### config.mk
export PLATFORM = sky130hd
export DESIGN_NAME = lut_fault_inject
export DESIGN_NICKNAME = d
export VERILOG_FILES = /design/src/rtl/lut_fault_pkg.sv /design/src/rtl/lut_pin_fold.sv /design/src/rtl/lut_fault_select.sv /design/src/rtl/lut_fault_reg.sv /design/src/rtl/lut_fault_inject.sv
export SDC_FILE = /design/constraint.sdc
export NUM_CORES = 1
export LEC_CHECK = 0
export CELL_PAD_IN_SITES_DETAIL_PLACEMENT = 1
export CELL_PAD_IN_SITES_GLOBAL_PLACEMENT = 1
export CORE_MARGIN = 2
export CORE_UTILIZATION = 47
export CTS_CLUSTER_SIZE = 12
export DETAILED_ROUTE_END_ITERATION = 8
export PLACE_DENSITY = 0.84
export SLEW_MARGIN = 20
export SYNTH_ARGS = -nofsm -noshare
export SYNTH_HDL_FRONTEND = slang
export SYNTH_HIERARCHICAL = 1
export SYNTH_SLANG_ARGS = --single-unit
### constraint.sdc
create_clock -name clk_i -period 1.5 [get_ports clk_i]
set_clock_uncertainty 0.05 [all_clocks]
set_input_delay 0.3 -clock clk_i [delete_from_list [all_inputs] [get_ports clk_i]]
set_output_delay 0.3 -clock clk_i [all_outputs]
set_load 0.01 [all_outputs]
### src/rtl/lut_fault_pkg.sv
package lut_fault_pkg;

  typedef enum logic {
    STUCK_LO = 1'b0,
    STUCK_HI = 1'b1
  } stuck_e;

  function automatic int unsigned pin_width(int unsigned inputs);
    return (inputs > 1) ? $clog2(inputs) : 1;
  endfunction

endpackage

### src/rtl/lut_pin_fold.sv
// Folds the table along one address bit: every entry takes the value of the
// entry reached with bit PIN forced to the stuck level.
module lut_pin_fold #(
  parameter int unsigned ENTRIES = 16,
  parameter int unsigned PIN     = 0
) (
  input  logic                   stuck_i,
  input  logic [ENTRIES-1:0]     table_i,
  output logic [ENTRIES-1:0]     table_o
);
  localparam int unsigned STRIDE = 1 << PIN;

  for (genvar a = 0; a < ENTRIES; a++) begin : g_entry
    localparam int unsigned SRC_LO = a & ~STRIDE;
    localparam int unsigned SRC_HI = a | STRIDE;
    assign table_o[a] = stuck_i ? table_i[SRC_HI] : table_i[SRC_LO];
  end

endmodule

### src/rtl/lut_fault_select.sv
module lut_fault_select #(
  parameter int unsigned INPUTS  = 4,
  parameter int unsigned ENTRIES = 1 << INPUTS,
  parameter int unsigned PIN_W   = 2
) (
  input  logic                   en_i,
  input  logic [PIN_W-1:0]       pin_i,
  input  lut_fault_pkg::stuck_e  stuck_i,
  input  logic [ENTRIES-1:0]     table_i,
  output logic [ENTRIES-1:0]     table_o
);
  localparam int unsigned SLOTS = 1 << PIN_W;

  logic [ENTRIES-1:0] folded [SLOTS];

  for (genvar p = 0; p < SLOTS; p++) begin : g_pin
    if (p < INPUTS) begin : g_real
      lut_pin_fold #(
        .ENTRIES (ENTRIES),
        .PIN     (p)
      ) u_fold (
        .stuck_i (stuck_i == lut_fault_pkg::STUCK_HI),
        .table_i (table_i),
        .table_o (folded[p])
      );
    end else begin : g_none
      // pin index beyond the table: no fault to model
      assign folded[p] = table_i;
    end
  end

  assign table_o = en_i ? folded[pin_i] : table_i;

endmodule

### src/rtl/lut_fault_reg.sv
module lut_fault_reg #(
  parameter int unsigned ENTRIES = 16,
  parameter int unsigned PIN_W   = 2
) (
  input  logic               clk_i,
  input  logic               rst_ni,
  input  logic               req_i,
  input  logic               en_i,
  input  logic [PIN_W-1:0]   pin_i,
  input  logic               stuck_i,
  input  logic [ENTRIES-1:0] table_d_i,
  output logic [ENTRIES-1:0] table_q_o,
  output logic               valid_o,
  output logic               en_q_o,
  output logic [PIN_W-1:0]   pin_q_o,
  output logic               stuck_q_o
);

  always_ff @(posedge clk_i or negedge rst_ni) begin
    if (!rst_ni) begin
      table_q_o <= '0;
      valid_o   <= 1'b0;
      en_q_o    <= 1'b0;
      pin_q_o   <= '0;
      stuck_q_o <= 1'b0;
    end else begin
      valid_o <= req_i;
      if (req_i) begin
        table_q_o <= table_d_i;
        en_q_o    <= en_i;
        pin_q_o   <= pin_i;
        stuck_q_o <= stuck_i;
      end
    end
  end

  a_r1_valid_after_req: assert property (@(posedge clk_i) disable iff (!rst_ni)
    req_i |=> valid_o);
  a_r1_valid_only_after_req: assert property (@(posedge clk_i) disable iff (!rst_ni)
    !req_i |=> !valid_o);
  a_r9_hold_idle: assert property (@(posedge clk_i) disable iff (!rst_ni)
    !req_i |=> $stable(table_q_o));

endmodule

### src/rtl/lut_fault_inject.sv
module lut_fault_inject #(
  parameter int unsigned LUT_INPUTS = 4,
  localparam int unsigned ENTRIES   = 1 << LUT_INPUTS,
  localparam int unsigned PIN_W     = lut_fault_pkg::pin_width(LUT_INPUTS)
) (
  input  logic               clk_i,
  input  logic               rst_ni,
  input  logic               req_i,
  input  logic               en_i,
  input  logic [PIN_W-1:0]   pin_i,
  input  logic               stuck_i,
  input  logic [ENTRIES-1:0] table_i,
  output logic [ENTRIES-1:0] table_o,
  output logic               valid_o
);

  logic [ENTRIES-1:0] table_d;
  logic               en_q;
  logic [PIN_W-1:0]   pin_q;
  logic               stuck_q;

  lut_fault_select #(
    .INPUTS  (LUT_INPUTS),
    .ENTRIES (ENTRIES),
    .PIN_W   (PIN_W)
  ) u_select (
    .en_i    (en_i),
    .pin_i   (pin_i),
    .stuck_i (lut_fault_pkg::stuck_e'(stuck_i)),
    .table_i (table_i),
    .table_o (table_d)
  );

  lut_fault_reg #(
    .ENTRIES (ENTRIES),
    .PIN_W   (PIN_W)
  ) u_reg (
    .clk_i     (clk_i),
    .rst_ni    (rst_ni),
    .req_i     (req_i),
    .en_i      (en_i),
    .pin_i     (pin_i),
    .stuck_i   (stuck_i),
    .table_d_i (table_d),
    .table_q_o (table_o),
    .valid_o   (valid_o),
    .en_q_o    (en_q),
    .pin_q_o   (pin_q),
    .stuck_q_o (stuck_q)
  );

  // Checker-side views of the registered result
  logic               pairs_equal;
  logic [ENTRIES-1:0] keep_mask;

  always_comb begin
    pairs_equal = 1'b1;
    keep_mask   = '0;
    for (int a = 0; a < ENTRIES; a++) begin
      if (int'(pin_q) < int'(LUT_INPUTS)) begin
        if (table_o[a] != table_o[a ^ (1 << pin_q)]) pairs_equal = 1'b0;
        keep_mask[a] = (((a >> pin_q) & 1) == int'(stuck_q));
      end else begin
        keep_mask[a] = 1'b1;
      end
    end
  end

  a_r2_bypass: assert property (@(posedge clk_i) disable iff (!rst_ni)
    (req_i && !en_i) |=> (table_o == $past(table_i)));
  a_r5_reachable_kept: assert property (@(posedge clk_i) disable iff (!rst_ni)
    req_i |=> ((table_o & keep_mask) == ($past(table_i) & keep_mask)));
  a_r6_pairs_match: assert property (@(posedge clk_i) disable iff (!rst_ni)
    (valid_o && en_q) |-> pairs_equal);
  a_r8_reset_state: assert property (@(posedge clk_i)
    !rst_ni |-> (table_o == '0 && !valid_o));

endmodule

---- Word level (Yosys, flattened, before mapping) ----
Cells that the tools add are included.
cells by class
  order comparisons ....................... 1
  bitwise operators ....................... 1
  multiplexer cells ....................... 36
operators with widths
  cell                                         number
  16-bit 2-to-1 mux                            3
  16-bit binary-select mux with 2-bit select   1
  1-bit 2-to-1 mux                             32
  3-bit >= comparator (second input constant)  1
  2-bit inverter with 3-bit output             1
storage, ports and cells
  output and inout bits ................... 17
  bits in registers ....................... 17
  input port bits ......................... 23
  word-level logic and storage cells ...... 40

---- Longest topological paths before layout ----
Gate-level depths: netlist of run 1.
  depth in word-level cells ............... 5
  gate-level depth with buffers ........... 6
  mapped depth without buffers ............ 4

---- By module ----
Netlist of run 1, hierarchy kept.
by module, submodules not included
  module            cells an instance  area an instance (um^2)  sequential area each (um^2)  times used
  lut_fault_reg     43                 848.3                    525.5                        1
  lut_pin_fold      17                 191.4                    0.0                          4
  lut_fault_select  74                 742.0                    0.0                          1

---- Worst setup path after synthesis of run 1 ----
OpenSTA, ideal clock, no wires.
  path type ............................... input port to flip-flop
  from .................................... in stuck_i
  to ...................................... reg u_reg.table_q_o[10]
  arrival ................................. 1369 ps
  setup time .............................. 125 ps
  data required time ...................... 1325 ps
  setup slack ............................. -44 ps
  stages on the path ...................... 6
  buffers on the path ..................... 2
  cells stage by stage .................... buf_6 > mux2_4 > buf_4 > mux2i_1 > o221ai_2 > mux2_4
RTL lines
  what                  RTL line                RTL
  start, declared       lut_fault_inject.sv:11  input logic stuck_i,
  end signal, assigned  lut_fault_reg.sv:29     table_q_o <= table_d_i;
  end, declared         lut_fault_reg.sv:12     output logic [ENTRIES-1:0] table_q_o,

==> flow_summary.yaml, run 1 <==
clocking:
  clock_sinks: 17
  post_cts_buffers: 0
  cts_root_buf: "clkbuf_8"
  insertion_delay_ns: 0.26
  clk_pin_slew_worst_paths_ns: 0.07
  clockBufferDepth: 2
  cts_buffers: 3
  cts_tree: "built"
  htree_levels: 1
place:
  gp_congestion: 0.882
  io_buffers: 39
  placedInstanceArea_um2: 2460
  dpl.hpwl_um: 3950
routing:
  antenna_left: 0
  dr.pass1.iters: 4
  routed-via-count: 1413
  wirelength_um: 5630
  drc: 0
  avgViaCountPerCell: 5.77
  drt-initial-drc-count: 41
  wl_per_cell_um: 23.0
sta:
  max_clock_freq_ghz: 0.672
  finalCriticalPeriod_ns: 1.49
  finalMaxSlewViolations: 0
  hold_viol: 0
  relSlewSlack_pct: 81.7
  setup_viol_count_final: 0
  tightest_slew_ns: 0.274
  fin_crit_sh_pct: 99.2
power:
  p_per_area_nw_per_um2: 684
  p_leak_nw: 1.24
  vdd_drop_max_v: 0.000717
final_layout:
  area_growth_syn_to_layout_pct: 17.2
  utilization_pct: 58.3
  fillers: 447
  fin_area_um2: 2570
  fin_nets: 217
  regArea_um2: 425
  diodes: 0
  multiInputGateArea_um2: 1440
  drive_gt1_share_pct: 51.8
floorplan:
  placementRows: 24
  initial_utilization_pct: 49.7
  die-height_um: 72.4
  ios: 40
  core-area_um2: 4410
  die_w_um: 72.4
  die-area_um2: 5230
synth:
  syn_area_per_cell_um2: 12.4
  synthesis.area_um2: 2200
  ys_warn_count: 6
  syn_inst: 177
  syn_nets: 200
grt:
  grt_start_max_net_pins: 18
  track_usage_pct: 21.4
  gr-total-overflow: 0
  grt_pass1_wl_um: 8500
  grt_pass1_vias: 1528
  antenna_found_initial: 0
setup_path:
  rr_worst_depth: 1
  endpoint_kind: "register"
  cp-start-kind: "input pin"
  cp_top_family: "multiplexers"
  crit_buf_inv: 2
  r2r-start: "u_reg/table_q_o[4]$_DFFE_PN0P_"
  cp.arrival_ns: 1.59
  worstSetupPathType: "input pin to register"
  cp_cell_sequence: "buf_4 -> buf_12 -> mux2_4 -> mux2i_2 -> o221ai_1 -> mux2_4"
  r2r_slack_ns: 0.65
  critPathMaxStageDelay_ns: 0.34
  critical-path-slowest-cell: "mux2_4"
  crit_top_cell: "mux2_4"
  cp_max_fo: 10
  r2r-end: "u_reg/table_q_o[4]$_DFFE_PN0P_"
  required_ns: 1.60
flow_run:
  cap_violations: 0
status:
  status: "finished, final reports clean"
hold_path:
  hp-class: "input pin to async pin"
==> worst max path at each step <==
stage / startpoint / endpoint / slack [ns] / depth (start not counted)
detailed placement: table_i[1] / u_reg/table_q_o[3]$_DFFE_PN0P_ / -0.50 / 5
CTS: u_reg/table_q_o[1]$_DFFE_PN0P_ / table_o[1] / 0.0006 / 1
floorplan: stuck_i / u_reg/table_q_o[8]$_DFFE_PN0P_ / -0.01 / 6
global placement: table_i[1] / u_reg/table_q_o[1]$_DFFE_PN0P_ / -0.47 / 5
finish: stuck_i / u_reg/table_q_o[4]$_DFFE_PN0P_ / 0.01 / 6
global route: stuck_i / u_reg/table_q_o[4]$_DFFE_PN0P_ / -0.02 / 6
==> cell type report <==
type / count / area share (%)
repair buffers: 58 / 23.4
flip-flops and latches: 17 / 16.5
well taps: 52 / 2.53
multi-input cells: 114 / 55.8
clock buffers: 4 / 1.75
==> state kept, by name, summed over array words and instances (netlist names) <==
name	flops
u_reg/table_q_o	16
u_reg/valid_o	1
==> placed cells by master, fill, tap and decap left out, drive strengths merged <==
cell type	count
buf	21
clkbuf	4
clkdlybuf4s50	3
dfrtp	17
dlygate4sd2	32
dlymetal6s2s	2
mux2	48
mux2i	32
nand2	1
nand2b	17
o221ai	16
==> what timing repair did <==
item                       CTS  global route
setup endpoints to repair   31             8
pin swaps                    1             0
gates cloned                 1             0
gates resized for setup     40            10
hold buffers                 0             0
==> report_power, final <==
group          internal [mW]  switching (mW)  total, mW
logic                  0.470           0.361      0.831
registers              0.526          0.0412      0.567
clock network          0.189           0.173      0.362
total                   1.18           0.575       1.76
==> layer usage <==
layer  vias to the layer above  part of all wire [%]  track usage [%]
met5                         -                     0                0
met1                       730                    41             25.1
met3                         4                   3.4             4.86
met4                         0                  0.78             3.98
li1                        650                     -                -
met2                        29                    54             39.9
==> through the flow <==
| stage | power, mW | setup TNS [ns] | std cells | hold WS, ns | setup slack (ns) |
|---|---|---|---|---|---|
| floorplan | 1.18 | -0.0181 | 177 | -0.0456 | -0.00991 |
| global placement | 1.38 | -6.20 | 240 | 0.447 | -0.466 |
| detailed placement | 1.41 | -6.64 | 240 | 0.444 | -0.496 |
| CTS | 1.74 | 0 | 245 | 0.333 | 0.000637 |
| global route | 1.84 | -0.0370 | 245 | 0.335 | -0.0239 |
| finish | 1.76 | 0 | 245 | 0.322 | 0.0115 |
No activity file was read; power rests on OpenSTA's default activity.
==> inputs of run 2 (changes only) <==
- TNS_END_PERCENT: not set -> 50
==> run 2 against run 1 <==
Global-route usage about the same. Non-clock buffer count decreased by 3. Critical endpoint unchanged. Via count decreased by 0.85%. Sequential power about the same. Sequential share of layout area increased by 0.29 points. Final cell count decreased by 1.2%. Hold slack got worse by 0.016 ns. Count of clock-buffer cells in the layout decreased by 1.
==> flow_summary.yaml, run 2 (synthesis results as in run 1) <==
sta:
  max_clock_freq_ghz: 0.675
  finalMaxSlewViolations: 0
  setup_viol_count_final: 0
  fin_crit_sh_pct: 98.7
  hold_viol: 0
  tightest_slew_ns: 0.255
  finalCriticalPeriod_ns: 1.48
  relSlewSlack_pct: 82.5
floorplan:
  core-area_um2: 4410
  die-area_um2: 5230
  die-height_um: 72.4
  die_w_um: 72.4
  ios: 40
  initial_utilization_pct: 49.7
  placementRows: 24
setup_path:
  endpoint_kind: "register"
  r2r-end: "u_reg/table_q_o[15]$_DFFE_PN0P_"
  rr_worst_depth: 1
  cp-start-kind: "input pin"
  cp.arrival_ns: 1.58
  endpoint: "u_reg/table_q_o[4]$_DFFE_PN0P_"
  startpoint: "stuck_i"
  r2r-start: "u_reg/table_q_o[15]$_DFFE_PN0P_"
  worstSetupPathType: "input pin to register"
  r2r_slack_ns: 0.62
  cp_max_fo: 6
  required_ns: 1.60
final_layout:
  final_common_cell: "mux2_4"
  largest_register_ffs: 16
  final_cell_mix: "48 x mux2_4, 31 x dlygate4sd2_1, 25 x mux2i_1"
  diodes: 0
  fin_nets: 214
  regArea_um2: 425
  utilization_pct: 57.3
  area_growth_syn_to_layout_pct: 15.2
  final_cells: 242
  multiInputGateArea_um2: 1410
  reg_top3: "u_reg/table_q_o x16, u_reg/valid_o x1"
  regMostFlops: "u_reg/table_q_o"
  fin_area_um2: 2530
  fillers: 446
  drive_gt1_share_pct: 50.5
routing:
  routed-via-count: 1401
  drt-initial-drc-count: 45
  avgViaCountPerCell: 5.79
  wl_per_cell_um: 23.0
  drc: 0
  dr.pass1.iters: 4
  antenna_left: 0
  wirelength_um: 5550
clocking:
  cts_tree: "built"
  cts_buffers: 3
  post_cts_buffers: 0
  clk_pin_slew_worst_paths_ns: 0.07
  cts_root_buf: "clkbuf_8"
  insertion_delay_ns: 0.26
  clockBufferDepth: 2
  htree_levels: 1
  clock_sinks: 17
  ctsHoldBuffers: 0
grt:
  antenna_found_initial: 0
  grt_pass1_vias: 1557
  gr-total-overflow: 0
  track_usage_pct: 21.4
  grt_start_max_net_pins: 18
  grt_pass1_wl_um: 8480
power:
  vdd_drop_max_v: 0.000429
  p_per_area_nw_per_um2: 691
  p_total_mw: 1.75
  p_leak_nw: 1.22
flow_run:
  cap_violations: 0
place:
  placedInstanceArea_um2: 2420
  io_buffers: 39
  place_inst: 236
  dpl.hpwl_um: 3920
  gp_congestion: 0.850
status:
  status: "finished, final reports clean"
hold_path:
  hp-class: "input pin to async pin"
-- run 2: per-stage QoR --
stage          hold slack, ns  setup TNS [ns]  setup slack [ns]
6_report                0.307               0            0.0189
5_1_grt                 0.317         -0.0272           -0.0204
4_1_cts                 0.322               0           0.00614
3_5_place_dp            0.451           -6.88            -0.498
3_3_place_gp            0.444           -6.27            -0.524
2_1_floorplan         -0.0456         -0.0362          -0.00991
-- run 2: worst min-delay path by stage --
stage | depth (start not counted) | endpoint | start | slack, ns
6_report | 2 | u_reg/table_q_o[12]$_DFFE_PN0P_ | rst_ni | 0.31
5_1_grt | 2 | u_reg/table_q_o[12]$_DFFE_PN0P_ | rst_ni | 0.32
4_1_cts | 2 | u_reg/table_q_o[12]$_DFFE_PN0P_ | rst_ni | 0.32
3_5_place_dp | 1 | u_reg/table_q_o[9]$_DFFE_PN0P_ | u_reg/table_q_o[9]$_DFFE_PN0P_ | 0.45
3_3_place_gp | 1 | u_reg/table_q_o[5]$_DFFE_PN0P_ | u_reg/table_q_o[5]$_DFFE_PN0P_ | 0.44
2_1_floorplan | 0 | u_reg/table_q_o[0]$_DFFE_PN0P_ | rst_ni | -0.05
-- run 2: repair_timing --
item                       in CTS  in global routing
gates resized for setup        38                 10
setup endpoints to repair      32                  7
gates cloned                    0                  2
hold endpoints to repair        0                  0
pin swaps                       0                  0
-- run 2: metal layers --
metal	up-vias	global-route usage, %	wire [um]
li1	647	-	-
met3	9	2.50	150
met2	34	38.2	2970
met1	711	25.6	2300
met4	0	9.43	132
met5	-	0	0
-- run 2: power breakdown --
group / internal, mW / switching (mW) / total [mW]
logic: 0.457 / 0.352 / 0.809
clock network: 0.185 / 0.188 / 0.374
registers: 0.525 / 0.0393 / 0.565
total: 1.17 / 0.580 / 1.75
-- run 2: critical path, cell delays in order --
cell and delay [ns]:
buf_4 0.17, buf_6 0.17, mux2_4 0.33, mux2i_2 0.21, o221ai_2 0.13, mux2_4 0.27
-- run 2: cell type report --
type | count | area share (%)
timing repair buffer | 55 | 22.9
multi-input combinational | 114 | 55.9
clock buffer | 3 | 1.63
sequential | 17 | 16.8
clock inverter | 1 | 0.198
tap | 52 | 2.57
==> inputs of run 3 (changes only) <==
- CAP_MARGIN: not set -> 20
- GPL_ROUTABILITY_DRIVEN: not set -> 1
==> results of run 3 <==
The final DEF is identical to that of run 2; final timing and power are the same.
